--- src/rtl/exc_pkg.sv ---
package exc_pkg;

    localparam int LFSR_W  = 17;
    localparam int TAP_HI  = 16;
    localparam int TAP_LO  = 2;

    typedef logic [LFSR_W-1:0] lfsr_t;

    typedef enum logic {
        EXC_NOISE = 1'b0,
        EXC_PULSE = 1'b1
    } exc_mode_e;

    function automatic logic lfsr_feedback(input lfsr_t s);
        return s[TAP_HI] ^ s[TAP_LO];
    endfunction

    function automatic lfsr_t lfsr_step(input lfsr_t s);
        return {s[LFSR_W-2:0], lfsr_feedback(s)};
    endfunction

endpackage

--- src/rtl/exc_lfsr.sv ---
module exc_lfsr
    import exc_pkg::*;
#(
    parameter lfsr_t SEED = lfsr_t'(1)
) (
    input  logic  clk,
    input  logic  rst,
    input  logic  adv,
    output logic  new_bit,
    output lfsr_t state
);
    lfsr_t state_q;

    always_ff @(posedge clk) begin
        if (rst)
            state_q <= SEED;
        else if (adv)
            state_q <= lfsr_step(state_q);
    end

    assign new_bit = lfsr_feedback(state_q);
    assign state   = state_q;
endmodule

--- src/rtl/exc_pitch.sv ---
module exc_pitch #(
    parameter int PITCH_W = 8
) (
    input  logic               clk,
    input  logic               rst,
    input  logic               adv,
    input  logic [PITCH_W-1:0] period_len,
    output logic               period_start
);
    logic [PITCH_W-1:0] phase_q;

    assign period_start = (phase_q == '0);

    always_ff @(posedge clk) begin
        if (rst)
            phase_q <= '0;
        else if (adv) begin
            if (period_start)
                phase_q <= period_len - PITCH_W'(1);
            else
                phase_q <= phase_q - PITCH_W'(1);
        end
    end
endmodule

--- src/rtl/exc_segment.sv ---
module exc_segment
    import exc_pkg::*;
#(
    parameter int PITCH_W = 8,
    parameter int DUR_W   = 8
) (
    input  logic               clk,
    input  logic               rst,
    input  logic               adv,
    input  logic               period_start,
    input  logic [PITCH_W-1:0] cfg_pitch,
    input  logic               cfg_voiced,
    input  logic [DUR_W-1:0]   cfg_dur,
    output logic [PITCH_W-1:0] act_pitch,
    output exc_mode_e          act_mode,
    output logic               done
);
    logic [PITCH_W-1:0] pitch_q;
    exc_mode_e          mode_q;
    logic [DUR_W-1:0]   left_q;
    logic               done_q;

    logic               load;
    logic               last;
    logic [PITCH_W-1:0] pitch_eff;
    logic [DUR_W-1:0]   left_init;

    assign load      = period_start && (left_q == '0);
    assign pitch_eff = (cfg_pitch == '0) ? PITCH_W'(1) : cfg_pitch;
    assign left_init = (cfg_dur == '0) ? '0 : cfg_dur - DUR_W'(1);
    assign last      = load ? (cfg_dur <= DUR_W'(1)) : (left_q == DUR_W'(1));

    assign act_pitch = load ? pitch_eff : pitch_q;
    assign act_mode  = load ? (cfg_voiced ? EXC_PULSE : EXC_NOISE) : mode_q;
    assign done      = done_q;

    always_ff @(posedge clk) begin
        if (rst) begin
            pitch_q <= PITCH_W'(1);
            mode_q  <= EXC_NOISE;
            left_q  <= '0;
            done_q  <= 1'b0;
        end else begin
            done_q <= adv && period_start && last;
            if (adv && period_start) begin
                if (load) begin
                    pitch_q <= pitch_eff;
                    mode_q  <= cfg_voiced ? EXC_PULSE : EXC_NOISE;
                    left_q  <= left_init;
                end else begin
                    left_q  <= left_q - DUR_W'(1);
                end
            end
        end
    end
endmodule

--- src/rtl/exc_source.sv ---
module exc_source
    import exc_pkg::*;
#(
    parameter int    PITCH_W   = 8,
    parameter int    DUR_W     = 8,
    parameter int    SAMP_W    = 12,
    parameter int    PULSE_AMP = 1000,
    parameter int    NOISE_AMP = 256,
    parameter lfsr_t LFSR_SEED = lfsr_t'(1)
) (
    input  logic                     clk,
    input  logic                     rst,
    input  logic                     smp_stb,
    input  logic [PITCH_W-1:0]       cfg_pitch,
    input  logic                     cfg_voiced,
    input  logic [DUR_W-1:0]         cfg_dur,
    output logic signed [SAMP_W-1:0] sample,
    output logic                     seg_done
);
    localparam logic signed [SAMP_W-1:0] PULSE_S = SAMP_W'(PULSE_AMP);
    localparam logic signed [SAMP_W-1:0] NOISE_S = SAMP_W'(NOISE_AMP);

    logic               period_start;
    logic [PITCH_W-1:0] act_pitch;
    exc_mode_e          act_mode;
    logic               noise_bit;
    lfsr_t              lfsr_q;
    logic signed [SAMP_W-1:0] sample_q;

    exc_lfsr #(.SEED(LFSR_SEED)) u_lfsr (
        .clk     (clk),
        .rst     (rst),
        .adv     (smp_stb),
        .new_bit (noise_bit),
        .state   (lfsr_q)
    );

    exc_pitch #(.PITCH_W(PITCH_W)) u_pitch (
        .clk          (clk),
        .rst          (rst),
        .adv          (smp_stb),
        .period_len   (act_pitch),
        .period_start (period_start)
    );

    exc_segment #(.PITCH_W(PITCH_W), .DUR_W(DUR_W)) u_seg (
        .clk          (clk),
        .rst          (rst),
        .adv          (smp_stb),
        .period_start (period_start),
        .cfg_pitch    (cfg_pitch),
        .cfg_voiced   (cfg_voiced),
        .cfg_dur      (cfg_dur),
        .act_pitch    (act_pitch),
        .act_mode     (act_mode),
        .done         (seg_done)
    );

    always_ff @(posedge clk) begin
        if (rst)
            sample_q <= '0;
        else if (smp_stb) begin
            if (act_mode == EXC_PULSE)
                sample_q <= period_start ? PULSE_S : '0;
            else
                sample_q <= noise_bit ? -NOISE_S : NOISE_S;
        end
    end

    assign sample = sample_q;
endmodule

--- config.mk ---
export PLATFORM = sky130hd
export DESIGN_NAME = exc_source
export DESIGN_NICKNAME = d
export VERILOG_FILES = /design/src/rtl/exc_pkg.sv /design/src/rtl/exc_lfsr.sv /design/src/rtl/exc_pitch.sv /design/src/rtl/exc_segment.sv /design/src/rtl/exc_source.sv
export SDC_FILE = /design/constraint.sdc
export NUM_CORES = 1
export LEC_CHECK = 0
export BUFFER_PORTS_ARGS = -buffer_cell sky130_fd_sc_hd__clkbuf_2
export CAP_MARGIN = 20
export CORE_UTILIZATION = 45
export CTS_CLUSTER_DIAMETER = 30
export CTS_CLUSTER_SIZE = 8
export DETAILED_ROUTE_END_ITERATION = 8
export PLACE_DENSITY = 0.64
export REMOVE_ABC_BUFFERS = 1
export SYNTH_ARGS = -nofsm -noshare
export SYNTH_HDL_FRONTEND = slang
export SYNTH_SLANG_ARGS = --single-unit
--- constraint.sdc ---
create_clock -name clk -period 5.4 [get_ports clk]
set_input_delay 0.81 -clock clk [delete_from_list [all_inputs] [get_ports clk]]
set_output_delay 0.81 -clock clk [all_outputs]
set_load 0.05 [all_outputs]
==> results of run 1 <==
## routing by layer
| layer | vias up | routed length [um] | global-route usage |
|---|---|---|---|
| met1 | 1027 | 2650 | 0.268 |
| met3 | 9 | 197 | 0.0405 |
| met5 | - | 0 | 0 |
| met2 | 48 | 2560 | 0.306 |
| li1 | 1127 | - | - |
| met4 | 0 | 110 | 0.0830 |
## how the worst min path moves through the flow
| stage | startpoint | to | slack [ns] | cells after the start |
|---|---|---|---|---|
| floorplan | u_seg.mode_q | u_seg.mode_q | 0.44 | 2 |
| global placement | u_seg.mode_q | u_seg.mode_q | 0.47 | 2 |
| detailed placement | u_seg.pitch_q[6] | u_seg.pitch_q[6] | 0.47 | 2 |
| CTS | u_seg.pitch_q[6] | u_seg.pitch_q[6] | 0.49 | 2 |
| global route | u_seg.pitch_q[1] | u_seg.pitch_q[1] | 0.51 | 2 |
| finish | sample[10] | sample[10] | 0.49 | 2 |
## through the flow
stage | setup slack [ns] | hold WS [ns] | total power, uW | instances | util
finish | 2.00 | 0.486 | 1610 | 392 | 0.502
global placement | 2.17 | 0.470 | 1380 | 384 | 0.485
CTS | 2.03 | 0.493 | 1610 | 392 | 0.502
detailed placement | 2.09 | 0.475 | 1380 | 384 | 0.485
global route | 1.70 | 0.509 | 1730 | 392 | 0.502
floorplan | 2.52 | 0.443 | 1170 | 284 | -
## Yosys cell counts (all sizes together), types with 3 or more instances
cell,n,share of area
nand3,9,0.018
nand2,23,0.034
nand2b,3,0.0074
dfxtp,47,0.37
o21ai,24,0.047
or4,4,0.013
or3,3,0.0074
clkbuf,13,0.019
nor2,41,0.060
a21oi,22,0.043
a31oi,3,0.0074
ha,7,0.034
a22oi,4,0.012
inv,6,0.0088
o22ai,3,0.0074
mux2i,19,0.075
xnor2,3,0.010
buf,10,0.032
xor2,4,0.014
a211oi,4,0.012
nor3,8,0.016
nor4,10,0.036
## worst reg2reg max path: stages (launching register included)
cell	delay, ns
sky130_fd_sc_hd__dfxtp_1	0.36
sky130_fd_sc_hd__inv_1	0.11
sky130_fd_sc_hd__ha_1	0.18
sky130_fd_sc_hd__nor3b_1	0.53
sky130_fd_sc_hd__nand2_1	0.45
sky130_fd_sc_hd__nor4b_2	0.36
sky130_fd_sc_hd__or2_2	0.17
sky130_fd_sc_hd__ha_1	0.18
sky130_fd_sc_hd__nand2b_1	0.10
sky130_fd_sc_hd__or4_1	0.50
sky130_fd_sc_hd__a211oi_1	0.24
sky130_fd_sc_hd__a211oi_1	0.07
## kinds of logic (layout without fill, tap and decap cells)
group,after synthesis,in the layout
compound gates,81,81
other cells,1,4
fa+ha+maj,7,7
mux,21,21
simple gates,111,111
xor+xnor,7,7
flops,47,47
buf+inv,29,42
## flip-flops by register name, indices dropped and copies added, names as in the netlist
signal / flops
sample: 4
u_seg.left_q: 8
u_seg.mode_q: 1
u_seg.done: 1
u_pitch.phase_q: 8
u_lfsr.state: 17
u_seg.pitch_q: 8
## power groups by stage
stage	combinational, uW	clock (uW)	sequential [uW]
finish	916	222	475
floorplan	691	0	477
global placement	900	0	480
global route	1010	240	486
CTS	909	227	473
detailed placement	899	0	481
## area by class of cell
cell class	instances	area, um^2
Clock buffer	5	68.8
Inverter	6	22.5
Fill cell	536	2730
Sequential cell	47	941
Multi-Input combinational cell	231	1460
Clock inverter	3	22.5
Tap cell	72	90.1
Timing Repair Buffer	28	140
==> flow_summary.rst, run 1 <==
.. list-table::
   :header-rows: 1

   * - Metric
     - Value
   * - Fraction of registers with async set or reset after synthesis
     - 0
   * - Mean instance size in the synthesized netlist
     - about 8.4 um^2
   * - Number of antenna violations at the first check in global routing
     - 0
   * - Number of placement rows
     - 27
   * - Fraction of final layout cells sized beyond drive strength 1
     - 0.141
   * - Postcts setup bufs
     - 0
   * - Commonest non-fill, non-tap cell in the layout
     - sky130_fd_sc_hd__dfxtp_1
   * - Pin count of the biggest net entering global routing
     - 49
   * - Total core area
     - 5470 um^2
   * - FF-to-FF Start
     - u_seg.left_q[0]
   * - Cell area power density
     - about 600 nW/um^2
   * - Number of DRC violations after detailed routing
     - 0
   * - Layout Cell Area excl Fill
     - between 2000 and 3000 um^2
   * - Final Cycle Share
     - 0.630
   * - Count of cells resized by post-cts repair
     - 0
   * - Slowest Stage Delay on Critical Path
     - between 0.5 and 0.6 ns
   * - Cell depth of the worst setup path
     - 11
   * - Total routing resource utilization after global routing
     - 0.199
   * - Fraction of power consumed by combinational cells
     - 0.568
   * - Worst-Margin Slew
     - about 0.97 ns
   * - Overall die height
     - ~77 um
   * - Capture point of the worst path
     - u_pitch.phase_q[4]
   * - Clk pwr share
     - 0.138
   * - Highest achievable clock rate
     - around 290 MHz
   * - Vias in the first global route
     - a little over 2000
   * - IO Count
     - 33
   * - Remaining number of nets flagged by the antenna check after routing
     - 0
   * - Arrival @ worst endpoint
     - 3.56 ns
   * - Number of synthesized register bits
     - between 40 and 50
   * - Gpl congestion
     - about 0.82
   * - DIE AREA
     - 5960 um^2
   * - Total number of H-tree levels
     - 2
   * - Fraction of power spent switching nets
     - 0.484
   * - Xor and xnor fraction of the mapped netlist area
     - 0.0241
   * - Yosys warning total
     - 0
   * - Classification of the worst setup path
     - flop to flop
   * - Area share of and/or/nand/nor cells after synthesis
     - 0.224
   * - Cell depth of the worst flop-to-flop path
     - 11
   * - Placed cell areas
     - approximately 2700 um^2
   * - Critical Path Source Type
     - flop
   * - Synth Area in Adders
     - 0.0344
   * - Routed vias/inst
     - approximately 5.6
   * - Peak ir drop on the vdd network
     - between 0.0002 and 0.0003 V
   * - Number of buffer cells added on primary ports
     - 28
   * - Leakage
     - between 0.001 and 0.0015 uW
   * - Clock latency on the worst-skew pair
     - ~0.31 ns
   * - Synth Area in Compound Gates
     - 0.202
   * - Setup TNS
     - 0 ns
   * - Post-detail-place hpwl
     - just under 4 mm
   * - Dominant register cell in the synthesized netlist
     - sky130_fd_sc_hd__dfxtp_1
   * - Cells traversed along the worst timing path
     - inv_1, ha_1, nor3b_1, nand2_1, nor4b_2, or2_2, ha_1, nand2b_1, or4_1, a211oi_1, a211oi_1
   * - Root buffer cell
     - sky130_fd_sc_hd__clkbuf_8
   * - Worst path bufs/invs
     - 1
   * - Min Clock Period, post-route
     - 3.40 ns
   * - Unrepaired setup endpoints after global routing
     - false
   * - CP Capture Type
     - flop
   * - Int Pwr
     - between 800 and 900 uW
   * - Wire length of the first global-routing pass
     - 9.65 mm
   * - Hold_buf cts
     - 0
   * - Outcome
     - completed
   * - Number of detailed-routing iterations run before antenna repair
     - 4
   * - Count of final max-slew check failures
     - 0
   * - Final antenna diode count
     - 0
   * - Setup violations, final
     - 0
   * - Post-synthesis mux area share
     - 0.0835
   * - Sequential-to-total area share from yosys stat
     - 0.370
   * - Maxcap violations
     - 0
   * - Worst endpoint required time
     - between 5 and 6 ns
   * - Dominant combinational cell family by area after synthesis
     - simple AND/OR/NAND/NOR gates
   * - Clock Skews
     - between 0.004 and 0.005 ns
   * - Family of cells with the greatest summed delay on the critical path
     - simple AND/OR/NAND/NOR gates
   * - Buffer depth of the longest clock path
     - 2
   * - Area delta synth->final
     - 7.91%
   * - Worst setup slack for register-to-register paths
     - 2.00 ns
   * - Cell variety after synth
     - 54
   * - Post-layout net count
     - around 350
   * - Slew headroom
     - 0.354
   * - Routed WL per cell
     - roughly 14 um
   * - Total count of hold-check failures in the final report
     - 0
   * - Psw
     - about 780 uW
   * - Critical Path Start
     - u_seg.left_q[0]
   * - Aggregate global routing overflow
     - 0
   * - End of the worst register-to-register path
     - u_pitch.phase_q[4]
   * - Total detailed-routing wirelength
     - about 5.5 mm
   * - Clock tree sinks
     - between 40 and 50
   * - Initial standard-cell utilization of the core
     - 0.465
   * - Proportion of power drawn by flip-flops and latches
     - 0.294
   * - DRC violation total after the first TritonRoute iteration
     - around 160
   * - Commonest cells after routing, fill and taps aside
     - 47 x sky130_fd_sc_hd__dfxtp_1, 41 x sky130_fd_sc_hd__nor2_1, 28 x sky130_fd_sc_hd__clkbuf_2
   * - Via Count
     - 2211
   * - Number of instances in the synthesized netlist
     - ~300
   * - Synthesized area
     - about 2500 um^2
   * - Clock-pin slew on the worst setup and hold paths
     - approximately 0.090 ns
   * - TritonCTS clock tree
     - yes
   * - Width of the die
     - roughly 77 um
   * - Type of the worst min-delay path
     - flop to flop
   * - Post-synth EDFFs
     - 0
   * - CP Max Fanout
     - 14
   * - Slowest library cell on the worst path
     - sky130_fd_sc_hd__nor3b_1
   * - Total CTS buffers
     - 5
Note: power is estimated with default switching activity, not from simulation.
==> inputs of run 2 (changes only) <==
Settings changed: ABC_AREA from default to 1, PLACE_DENSITY 0.64 to 0.66.
Clock period 5.4 ns to 2.9 ns, I/O delays scaled along.
==> run 2 against run 1 <==
  * Sequential cell count unchanged
  * Via count grew 7.0%
  * Setup slack got worse by 1.3 ns
  * Clock skew up 0.0019 ns
  * Clock power increased by 91%
  * Sequential share of layout area is 2.0 points lower
  * Synthesized area increased by 6.0%
  * Critical endpoint is now u_pitch.phase_q[7]
==> flow_summary.rst, run 2 <==
.. list-table::
   :header-rows: 1

   * - Metric
     - Value
   * - Initial standard-cell utilization of the core
     - 0.478 (+0.0131)
   * - Total CTS buffers
     - 5 (unchanged)
   * - Fraction of registers with async set or reset after synthesis
     - 0 (unchanged)
   * - Sequential-to-total area share from yosys stat
     - 0.349 (-0.0209)
   * - Total core area
     - 5640 um^2 (+3.1%)
   * - Vias in the first global route
     - 2178 (+4.8%)
   * - Final worst hold slack
     - 0.479 ns (-0.00727 ns)
   * - Post-detail-place hpwl
     - 4.12 mm (+6.1%)
   * - Synthesized area
     - 2700 um^2 (+6.0%)
   * - DRC violation total after the first TritonRoute iteration
     - 91 (-43%)
   * - Remaining number of nets flagged by the antenna check after routing
     - 0 (unchanged)
   * - Clock Skews
     - 0.00661 ns (+0.00185 ns)
   * - Number of placement rows
     - 27 (unchanged)
   * - Number of buffer cells added on primary ports
     - 28 (unchanged)
   * - Most common cell in the netlist
     - sky130_fd_sc_hd__nand2_1
   * - CP Max Fanout
     - 25 (+11)
   * - Total routing resource utilization after global routing
     - 0.193 (-0.00563)
   * - Peak ir drop on the vdd network
     - 0.000341 V (+16%)
   * - Total number of H-tree levels
     - 2 (unchanged)
   * - Buffer depth of the longest clock path
     - 2 (unchanged)
   * - Final antenna diode count
     - 0 (unchanged)
   * - Final Cycle Share
     - 0.762 (+0.131)
   * - Number of detailed-routing iterations run before antenna repair
     - 4 (unchanged)
   * - Min Clock Period, post-route
     - 2.21 ns (-1.19 ns)
   * - Power, Total
     - 2400 uW (+49%)
   * - Worst endpoint required time
     - 3.15 ns (-2.40 ns)
   * - Most frequent cells after synthesis
     - 64 x sky130_fd_sc_hd__nand2_1, 59 x sky130_fd_sc_hd__nor2_1, 50 x sky130_fd_sc_hd__inv_1, 47 x sky130_fd_sc_hd__dfxtp_1, 32 x sky130_fd_sc_hd__o21ai_0
   * - Largest cells by area after synthesis
     - sky130_fd_sc_hd__dfxtp_1 35%, sky130_fd_sc_hd__nand2_1 8.9%, sky130_fd_sc_hd__nor2_1 8.2%, sky130_fd_sc_hd__inv_1 7.0%, sky130_fd_sc_hd__o21ai_0 5.9%
   * - Overall die height
     - 79.4 um (+2.9%)
   * - Mean instance size in the synthesized netlist
     - 6.96 um^2 (-17%)
   * - Routed vias/inst
     - 4.94 (-12%)
   * - Width of the die
     - 79.4 um (+2.9%)
   * - Final Util
     - 0.517 (+0.0145)
   * - Root buffer cell
     - sky130_fd_sc_hd__clkbuf_8
   * - Cell variety after synth
     - 40 (-26%)
   * - Yosys warning total
     - 0 (unchanged)
   * - Classification of the worst setup path
     - flop to flop
   * - Count of cells resized by post-cts repair
     - 0 (unchanged)
   * - Highest achievable clock rate
     - 453 MHz (+54%)
   * - Outcome
     - completed
   * - Hold_buf cts
     - 0 (unchanged)
   * - Slack of the critical path
     - 0.691 ns (-1.31 ns)
   * - Dominant register cell in the synthesized netlist
     - sky130_fd_sc_hd__dfxtp_1
   * - Gpl congestion
     - 0.794 (-3.0%)
   * - Post-synth EDFFs
     - 0 (unchanged)
   * - Postcts setup bufs
     - 0 (unchanged)
   * - Total count of hold-check failures in the final report
     - 0 (unchanged)
   * - Routed WL per cell
     - 11.6 um (-18%)
   * - Total detailed-routing wirelength
     - 5.56 mm (+0.58%)
   * - Pin count of the biggest net entering global routing
     - 38 (-22%)
   * - Unrepaired setup endpoints after global routing
     - false
   * - Max FFs per register
     - 17 (unchanged)
   * - Post-layout net count
     - 433 (+25%)
   * - CP Capture Type
     - flop
   * - Aggregate global routing overflow
     - 0 (unchanged)
   * - DIE AREA
     - 6310 um^2 (+5.8%)
   * - IO Count
     - 33 (unchanged)
   * - Clock tree sinks
     - 47 (unchanged)
   * - Fraction of final layout cells sized beyond drive strength 1
     - 0.170 (+0.0289)
   * - Maxcap violations
     - 0 (unchanged)
   * - Via Count
     - 2366 (+7.0%)
   * - Commonest cells after routing, fill and taps aside
     - 64 x sky130_fd_sc_hd__nand2_1, 59 x sky130_fd_sc_hd__nor2_1, 50 x sky130_fd_sc_hd__inv_1
   * - Clock latency on the worst-skew pair
     - 0.31 ns (about the same)
   * - Cell taking the most area after synthesis
     - sky130_fd_sc_hd__dfxtp_1
   * - Wire length of the first global-routing pass
     - 9.54 mm (-1.2%)
   * - Setup violations, final
     - 0 (unchanged)
   * - Dpl ws
     - 0.684 ns (-1.40 ns)
   * - Leakage
     - 0.00142 uW (+31%)
   * - Arrival @ worst endpoint
     - 2.46 ns (-1.10 ns)
   * - Number of instances in the synthesized netlist
     - 388 (+28%)
   * - TritonCTS clock tree
     - yes
   * - Number of DRC violations after detailed routing
     - 0 (unchanged)
   * - Area delta synth->final
     - 7.97% (about the same)
   * - Number of antenna violations at the first check in global routing
     - 0 (unchanged)
   * - Share of the synthesized area in the top cell type
     - 0.349 (-0.0209)
   * - Commonest non-fill, non-tap cell in the layout
     - sky130_fd_sc_hd__nand2_1
   * - Count of final max-slew check failures
     - 0 (unchanged)
   * - Setup TNS
     - 0 ns (unchanged)
   * - Number of synthesized register bits
     - 47 (unchanged)
   * - Critical Path Source Type
     - flop
   * - Cell area power density
     - 825 nW/um^2 (+40%)
   * - Clock-pin slew on the worst setup and hold paths
     - 0.10 ns (about the same)
   * - Type of the worst min-delay path
     - flop to flop
   * - # fillers
     - 558 (+4.1%)
## run 2: final cells by class
cell class	instances	area, um^2	area share
multi-input cells	266	1420	0.487
flip-flops and latches	47	941	0.323
inverters	55	208	0.0713
repair buffers	31	163	0.0558
well taps	72	90.1	0.0309
clock buffers	5	68.8	0.0236
clock inverters	3	25.0	0.00859
## run 2: final timing paths
check,start,end,slack (ns),cells after the start
setup / recovery,u_pitch.phase_q[2],u_pitch.phase_q[7],0.69,11
setup reg to reg,u_pitch.phase_q[2],u_pitch.phase_q[7],0.69,11
hold reg to reg,u_lfsr.state[0],u_lfsr.state[0],0.48,2
hold / removal,u_lfsr.state[0],u_lfsr.state[0],0.48,2
## run 2: stage by stage
step           cell area, um^2  cells
2_1_floorplan             2570    368
3_3_place_gp              2820    471
5_1_grt                   2910    479
4_1_cts                   2910    479
6_report                  2910    479
3_5_place_dp              2820    471
## run 2: cell families (layout without fill, tap and decap cells)
group	after synthesis	count (layout)	synth area share
simple gates	174	174	0.309
flops	47	47	0.349
fa+ha+maj	7	7	0.0325
other cells	1	4	0.00139
compound gates	76	76	0.162
xor+xnor	5	5	0.0162
buf+inv	78	94	0.130
## run 2: routing by layer
metal,global-route usage,share of wire,vias up
li1,-,-,1267
met1,0.257,0.52,1041
met2,0.302,0.42,49
met3,0.0446,0.047,9
met4,0.0709,0.017,0
met5,0,0,-
## run 2: worst max-delay path, cell delays in order, from the launching register on
cell	delay (ns)
sky130_fd_sc_hd__dfxtp_1	0.34
sky130_fd_sc_hd__nor2_1	0.13
sky130_fd_sc_hd__nand2_2	0.11
sky130_fd_sc_hd__nor2_8	0.26
sky130_fd_sc_hd__nand2_1	0.32
sky130_fd_sc_hd__inv_2	0.40
sky130_fd_sc_hd__o21ai_0	0.14
sky130_fd_sc_hd__a21oi_1	0.18
sky130_fd_sc_hd__nor2_1	0.07
sky130_fd_sc_hd__nand2_1	0.07
sky130_fd_sc_hd__nand2_1	0.04
sky130_fd_sc_hd__nor2_1	0.08
## run 2: power by group
| part | leakage (uW) | internal [uW] | switching, uW |
|---|---|---|---|
| clock | 0.0000452 | 176 | 247 |
| combinational | 0.000990 | 389 | 772 |
| sequential | 0.000386 | 748 | 72.7 |
